==> src/rtl/fbs_pkg.sv <==
// Package: shared mode encoding for the ping-pong buffer selector.
// Assumes: nothing; pure type definitions.
package fbs_pkg;

    // Buffer alternation policy decoded from the two mode inputs.
    typedef enum logic [1:0] {
        MODE_HOLD    = 2'd0,  // stay on buffer 0
        MODE_ON_DONE = 2'd1,  // swap after a full frame of words
        MODE_ON_SOF  = 2'd2   // swap on start of frame only
    } swap_mode_e;

    function automatic swap_mode_e decode_mode(input logic swap_en, input logic on_sof);
        if (!swap_en) return MODE_HOLD;
        else if (on_sof) return MODE_ON_SOF;
        else return MODE_ON_DONE;
    endfunction

endpackage

==> src/rtl/fbs_frame_size.sv <==
// Module: fbs_frame_size
// Computes the index of the last word of a frame from the line width and
// line count.
// Assumes: width and height are non-zero and static during capture.
module fbs_frame_size #(
    parameter int WIDTH_W  = 12,
    parameter int HEIGHT_W = 12,
    parameter int CNT_W    = WIDTH_W + HEIGHT_W
) (
    input  logic [WIDTH_W-1:0]  width_i,
    input  logic [HEIGHT_W-1:0] height_i,
    output logic [CNT_W-1:0]    last_idx_o
);

    logic [CNT_W-1:0] words;

    // Word total of one frame and the index of its final word.
    always_comb begin
        words      = CNT_W'(width_i) * CNT_W'(height_i);
        last_idx_o = words - CNT_W'(1);
    end

endmodule

==> src/rtl/fbs_word_counter.sv <==
// Module: fbs_word_counter
// Counts accepted words within the current transfer. The count returns to 0
// on a restart, and wraps to 0 after the last word of a frame.
// Assumes: restart has priority over counting; a word accepted in a restart
// cycle belongs to the previous transfer.
module fbs_word_counter #(
    parameter int CNT_W = 24
) (
    input  logic             clk,
    input  logic             rst_n,
    input  logic             accept_i,
    input  logic             restart_i,
    input  logic [CNT_W-1:0] last_idx_i,
    output logic [CNT_W-1:0] cnt_o,
    output logic             wrap_o
);

    // Flags the word that completes one frame's worth of data.
    always_comb begin
        wrap_o = accept_i && (cnt_o == last_idx_i);
    end

    // Advances, wraps or restarts the word count.
    always_ff @(posedge clk) begin
        if (!rst_n) begin
            cnt_o <= '0;
        end else if (restart_i || wrap_o) begin
            cnt_o <= '0;
        end else if (accept_i) begin
            cnt_o <= cnt_o + CNT_W'(1);
        end
    end

endmodule

==> src/rtl/fbs_swap_ctrl.sv <==
// Module: fbs_swap_ctrl
// Owns the buffer select and the latched base address. Raises done and
// error pulses, and tells the counter when to restart.
// Assumes: wrap_i only asserts while the frame is live (words are gated).
module fbs_swap_ctrl
    import fbs_pkg::*;
#(
    parameter int ADDR_W = 32
) (
    input  logic              clk,
    input  logic              rst_n,
    input  logic              sof_i,
    input  logic              wrap_i,
    input  swap_mode_e        mode_i,
    input  logic              err_en_i,
    input  logic [ADDR_W-1:0] base0_i,
    input  logic [ADDR_W-1:0] base1_i,
    output logic              restart_o,
    output logic              live_o,
    output logic              sel_o,
    output logic [ADDR_W-1:0] base_o,
    output logic              done_o,
    output logic              done_id_o,
    output logic              err_o
);

    logic filled;
    logic start_evt;
    logic hold_evt;
    logic swap_evt;

    // Classifies this cycle's event: first start, hold restart or swap.
    always_comb begin
        start_evt = sof_i && !live_o;
        hold_evt  = sof_i && live_o && (mode_i == MODE_HOLD);
        swap_evt  = live_o && ((sof_i && (mode_i == MODE_ON_SOF)) ||
                               (wrap_i && (mode_i == MODE_ON_DONE)));
        restart_o = start_evt || hold_evt || swap_evt;
    end

    // Records whether the current frame reached its full word count.
    always_ff @(posedge clk) begin
        if (!rst_n) begin
            filled <= 1'b0;
        end else if (sof_i) begin
            filled <= 1'b0;
        end else if (wrap_i) begin
            filled <= 1'b1;
        end
    end

    // Updates select, latched base and the one-cycle status pulses.
    always_ff @(posedge clk) begin
        if (!rst_n) begin
            live_o    <= 1'b0;
            sel_o     <= 1'b0;
            base_o    <= '0;
            done_o    <= 1'b0;
            done_id_o <= 1'b0;
            err_o     <= 1'b0;
        end else begin
            done_o <= 1'b0;
            err_o  <= 1'b0;
            if (start_evt || hold_evt) begin
                live_o <= 1'b1;
                sel_o  <= 1'b0;
                base_o <= base0_i;
            end else if (swap_evt) begin
                sel_o     <= ~sel_o;
                base_o    <= sel_o ? base0_i : base1_i;
                done_o    <= 1'b1;
                done_id_o <= sel_o;
                err_o     <= sof_i && (mode_i == MODE_ON_SOF) && err_en_i &&
                             !(filled || wrap_i);
            end
        end
    end

endmodule

==> src/rtl/fbs_addr_gen.sv <==
// Module: fbs_addr_gen
// Forms the byte address from the latched base and the word count. A shift
// is used when the word size is a power of two, a multiply otherwise.
// Assumes: CNT_W <= ADDR_W.
module fbs_addr_gen #(
    parameter int ADDR_W     = 32,
    parameter int CNT_W      = 24,
    parameter int WORD_BYTES = 8
) (
    input  logic [ADDR_W-1:0] base_i,
    input  logic [CNT_W-1:0]  cnt_i,
    output logic [ADDR_W-1:0] addr_o
);

    localparam bit IS_POW2 = ((WORD_BYTES & (WORD_BYTES - 1)) == 0);
    localparam int SHIFT   = $clog2(WORD_BYTES);

    logic [ADDR_W-1:0] offset;

    generate
        if (IS_POW2) begin : g_shift
            // Byte offset by shifting the count.
            always_comb offset = ADDR_W'(cnt_i) << SHIFT;
        end else begin : g_mul
            // Byte offset by multiplying the count.
            always_comb offset = ADDR_W'(cnt_i) * ADDR_W'(WORD_BYTES);
        end
    endgenerate

    // Final write address.
    always_comb addr_o = base_i + offset;

endmodule

==> src/rtl/fbs_pingpong_sel.sv <==
// Module: fbs_pingpong_sel (top)
// Selects between two frame buffers for a capture writer and generates the
// per-word write address. Three policies: hold, swap on completion, swap on
// start of frame.
// Assumes: frame size non-zero; mode inputs change only between frames.
module fbs_pingpong_sel
    import fbs_pkg::*;
#(
    parameter int ADDR_W     = 32,
    parameter int WIDTH_W    = 12,
    parameter int HEIGHT_W   = 12,
    parameter int WORD_BYTES = 8
) (
    input  logic                clk,
    input  logic                rst_n,
    input  logic                sof_i,
    input  logic                word_vld_i,
    input  logic                swap_en_i,
    input  logic                swap_on_sof_i,
    input  logic                err_en_i,
    input  logic [ADDR_W-1:0]   base0_i,
    input  logic [ADDR_W-1:0]   base1_i,
    input  logic [WIDTH_W-1:0]  width_i,
    input  logic [HEIGHT_W-1:0] height_i,
    output logic                wr_vld_o,
    output logic [ADDR_W-1:0]   wr_addr_o,
    output logic                buf_sel_o,
    output logic                done_o,
    output logic                done_id_o,
    output logic                err_o
);

    localparam int CNT_W = WIDTH_W + HEIGHT_W;

    swap_mode_e        mode;
    logic [CNT_W-1:0]  last_idx;
    logic [CNT_W-1:0]  word_cnt;
    logic              wrap;
    logic              restart;
    logic              frame_live;
    logic [ADDR_W-1:0] active_base;

    // Mode decode and word acceptance gate.
    always_comb begin
        mode     = decode_mode(swap_en_i, swap_on_sof_i);
        wr_vld_o = word_vld_i && frame_live;
    end

    fbs_frame_size #(
        .WIDTH_W (WIDTH_W),
        .HEIGHT_W(HEIGHT_W),
        .CNT_W   (CNT_W)
    ) u_size (
        .width_i   (width_i),
        .height_i  (height_i),
        .last_idx_o(last_idx)
    );

    fbs_word_counter #(
        .CNT_W(CNT_W)
    ) u_cnt (
        .clk       (clk),
        .rst_n     (rst_n),
        .accept_i  (wr_vld_o),
        .restart_i (restart),
        .last_idx_i(last_idx),
        .cnt_o     (word_cnt),
        .wrap_o    (wrap)
    );

    fbs_swap_ctrl #(
        .ADDR_W(ADDR_W)
    ) u_ctrl (
        .clk      (clk),
        .rst_n    (rst_n),
        .sof_i    (sof_i),
        .wrap_i   (wrap),
        .mode_i   (mode),
        .err_en_i (err_en_i),
        .base0_i  (base0_i),
        .base1_i  (base1_i),
        .restart_o(restart),
        .live_o   (frame_live),
        .sel_o    (buf_sel_o),
        .base_o   (active_base),
        .done_o   (done_o),
        .done_id_o(done_id_o),
        .err_o    (err_o)
    );

    fbs_addr_gen #(
        .ADDR_W    (ADDR_W),
        .CNT_W     (CNT_W),
        .WORD_BYTES(WORD_BYTES)
    ) u_addr (
        .base_i(active_base),
        .cnt_i (word_cnt),
        .addr_o(wr_addr_o)
    );

endmodule

==> config.mk <==
export PLATFORM = sky130hd
export DESIGN_NAME = fbs_pingpong_sel
export DESIGN_NICKNAME = d
export VERILOG_FILES = /design/src/rtl/fbs_pkg.sv /design/src/rtl/fbs_frame_size.sv /design/src/rtl/fbs_word_counter.sv /design/src/rtl/fbs_swap_ctrl.sv /design/src/rtl/fbs_addr_gen.sv /design/src/rtl/fbs_pingpong_sel.sv
export SDC_FILE = /design/constraint.sdc
export NUM_CORES = 1
export LEC_CHECK = 0
export BUFFER_PORTS_ARGS = -buffer_cell sky130_fd_sc_hd__buf_2
export CAP_MARGIN = 10
export CORE_MARGIN = 4
export CORE_UTILIZATION = 55
export CTS_BUF_LIST = sky130_fd_sc_hd__clkbuf_4 sky130_fd_sc_hd__clkbuf_8
export DETAILED_ROUTE_END_ITERATION = 10
export PLACE_DENSITY = 0.84
export SYNTH_ARGS = -nofsm -noshare
export SYNTH_HDL_FRONTEND = slang
export SYNTH_HIERARCHICAL = 1
export SYNTH_SLANG_ARGS = --single-unit
==> constraint.sdc <==
create_clock -name clk -period 11.5 [get_ports clk]
set_input_delay 2.3 -clock clk [delete_from_list [all_inputs] [get_ports clk]]
set_output_delay 2.3 -clock clk [all_outputs]
set_load 0.1 [all_outputs]
==> key figures <==
Critical path
  • Crit path launch type: primary input
  • Crit path kind: in2reg
  • Worst endpoint required time: 11.75 ns
  • CP Capture Type: register
  • CP arrival: 10.35 ns
  • Cells on worst reg2reg path: 11
  • Crit path largest cell delay: 0.59 ns
  • RR Startpoint: u_ctrl/live_o
  • Maximum fanout along the worst path: 37
  • CP max stage cell: fa_1
  • Most common cell on crit path: fa_1
  • Crit path launch: width_i[9]

Place
  • DP Worst Slack: 1.33 ns
  • # port buffers: 131
  • Dpl hpwl: 21.9 mm
  • GPL Wtd Cong: 0.932
  • Area post-placement: 0.0111 sq mm

Route
  • Post-route ant nets: 0
  • DR DRC count: 0
  • Vias per cell: 5.97
  • Drt first pass iters: 6
  • DR vias: 9362
  • Total wire length: ~28 mm
  • First-iteration detailed-routing DRC count: 805
  • WL/cell: 17.7 microns

Floorplan
  • Die Width: 146 microns
  • Initial Util: 0.559
  • I/O pins: 132
  • DIE AREA: ~0.021 sq mm
  • Core area: 0.0187 sq mm
  • # rows: 50
  • Die height: 146 microns

Power
  • Logic pwr share: 0.828
  • Net switching power: 1390 uW
  • Cell Pwr Density: approximately 230 mW/mm^2
  • Pint: 1160 uW
  • Switching portion of total power: 0.545
  • P_leak: 0.00541 uW
  • Seq pwr share: 0.093
  • Peak supply drop: 0.224 mV
  • Clock share of power: 0.079

Global route
  • First-pass GRT wire length: 44.7 mm
  • Total track usage: 0.253
  • Antenna violations before repair: 0
  • Largest net degree at the start of global routing: 68
  • Vias in the first global route: 9186
  • GRT overflow: 0

Final layout
  • Cell area after layout: 0.0113 sq mm
  • # diodes: 0
  • Layout net count: 1629
  • Commonest cells after routing, fill and taps aside: inv_1, buf_2, nand2_1, fa_1, ha_1
  • Share of post-route cells with drive strength above 1: 0.162
  • Area grow syn2layout: 7.85%
  • Most common cell after layout, fill and taps aside: inv_1

Logic synthesis
  • Ys flop type: dfxtp_1
  • Synth Warn #: 6
  • Post-synth EDFFs: 0
  • FFs w/ async S/R, synth: 0
  • Synth Net Count: 1561
  • Mapped cell area: 0.0105 sq mm
  • Post-synthesis register bit count: between 60 and 70
  • Post-synthesis area per instance: 8.29 sq um
  • Cell variety after synth: 73
  • Sequential fraction of the synthesis area: 0.119
  • Post-Syn Instances: roughly 1300

STA
  • Final Slew Violations: 0
  • Hold Violations, Final: 0
  • Final setup TNS: 0 ns
  • Max-slew headroom: 0.175
  • Setup Skew: about 0.018 ns
  • Actual transition at the worst max-transition pin: 1.24 ns
  • Final critical-path required period: approximately 10 ns
  • Finish-stage setup viols: 0
  • Fmax: ~99 MHz
  • RSZ-0062 raised after global routing: no
  • PnR worst setup slack: 1.39 ns
  • Part of the cycle the worst path needs: 0.879

Clocking
  • CTS resizes: 0
  • Num Clock Sinks: 62
  • CTS tree: built
  • Num CTS Buffers: 9
  • CTS root buf: clkbuf_8
  • H-tree depth: 3
  • Worst skew pair latency: 0.36 ns
  • CTS Hold Bufs: 0
  • Post-CTS Setup Inserts: 0
  • Worst-path clk slew: 0.07 ns
  • Deepest clock path buffer count: 2

Min path
  • Min-delay worst type: reg2reg
  • Hold path depth: 2
  • Hold_sp: u_ctrl/filled

Run
  • Maxcap violations: 0

Run status
  • Run status: complete, no violations
[layout make-up]
class,count,area (sq um)
Multi-Input combinational cell,944,8170
Fill cell,1564,7430
Sequential cell,62,1240
Timing Repair Buffer,137,704
Inverter,175,657
Tap cell,234,293
Clock buffer,11,145
Clock inverter,5,58.8
[sequential cells by signal, summed over array words and instances (netlist names)]
register / count
u_cnt/cnt_o: 24
u_ctrl/sel_o: 1
u_ctrl/done_o: 1
u_ctrl/live_o: 1
u_ctrl/err_o: 1
u_ctrl/base_o: 32
u_ctrl/filled: 1
u_ctrl/done_id_o: 1
[path summary, 6_finish.rpt]
kind / to / slack (ns)
min reg2reg: u_ctrl/filled / 0.55
max reg2reg: u_cnt/cnt_o[12] / 7.92
max: u_cnt/cnt_o[12] / 1.39
min: u_ctrl/filled / 0.55
[cells by family after synthesis]
group | share of synthesized area
buffers and inverters | 0.100
XOR/XNOR | 0.0779
AO/OA/AOI/OAI | 0.177
AND/OR/NAND/NOR | 0.201
flip-flops | 0.119
multiplexers | 0.000958
adder cells (fa/ha/maj) | 0.324
[cells in the mapped netlist, drive strengths merged (14+ instances only)]
cell | count | area, sq um
a21o | 14 | 106
a21oi | 41 | 213
a311oi | 34 | 479
and2 | 68 | 428
buf | 22 | 166
clkbuf | 58 | 221
dfxtp | 62 | 1240
fa | 109 | 2180
ha | 96 | 1200
inv | 174 | 653
nand2 | 129 | 487
nand3 | 17 | 85.1
nand4 | 25 | 156
nor2 | 58 | 218
nor2b | 36 | 225
nor3 | 48 | 245
o21ai | 61 | 305
o221ai | 33 | 289
xnor2 | 32 | 280
xor2 | 61 | 534
[worst max-delay path: cells and delay by family]
| family | cells | cell delay, ns |
|---|---|---|
| xor gates and xnor gates | 1 | 0.16 |
| and+or+nand+nor | 11 | 2.37 |
| adders and majority gates | 6 | 3.04 |
| AOI/OAI and AO/OA | 4 | 0.98 |
| buffers and inverters | 7 | 1.47 |
[per-layer routing]
layer	track usage	vias to the layer above	wire [microns]
met5	0	-	0
met4	0.0670	0	597
met3	0.0367	59	1990
met2	0.413	444	13100
met1	0.354	4503	12100
li1	-	4356	-
[stage by stage]
| stage | total power, uW | hold slack (ns) | instances | util |
|---|---|---|---|---|
| floorplan | 1930 | 0.473 | 1261 | - |
| global placement | 2280 | 0.524 | 1551 | 0.591 |
| detailed placement | 2320 | 0.524 | 1551 | 0.591 |
| CTS | 2530 | 0.543 | 1567 | 0.602 |
| global route | 2800 | 0.556 | 1568 | 0.603 |
| finish | 2560 | 0.547 | 1568 | 0.603 |
[power by group through the flow]
stage          logic (uW)  clock network, uW  registers, uW
2_1_floorplan        1690                  0            235
3_3_place_gp         2040                  0            242
3_5_place_dp         2080                  0            242
4_1_cts              2090                203            237
5_1_grt              2350                214            238
6_report             2120                202            238
Power figures use the tool's default switching activity.
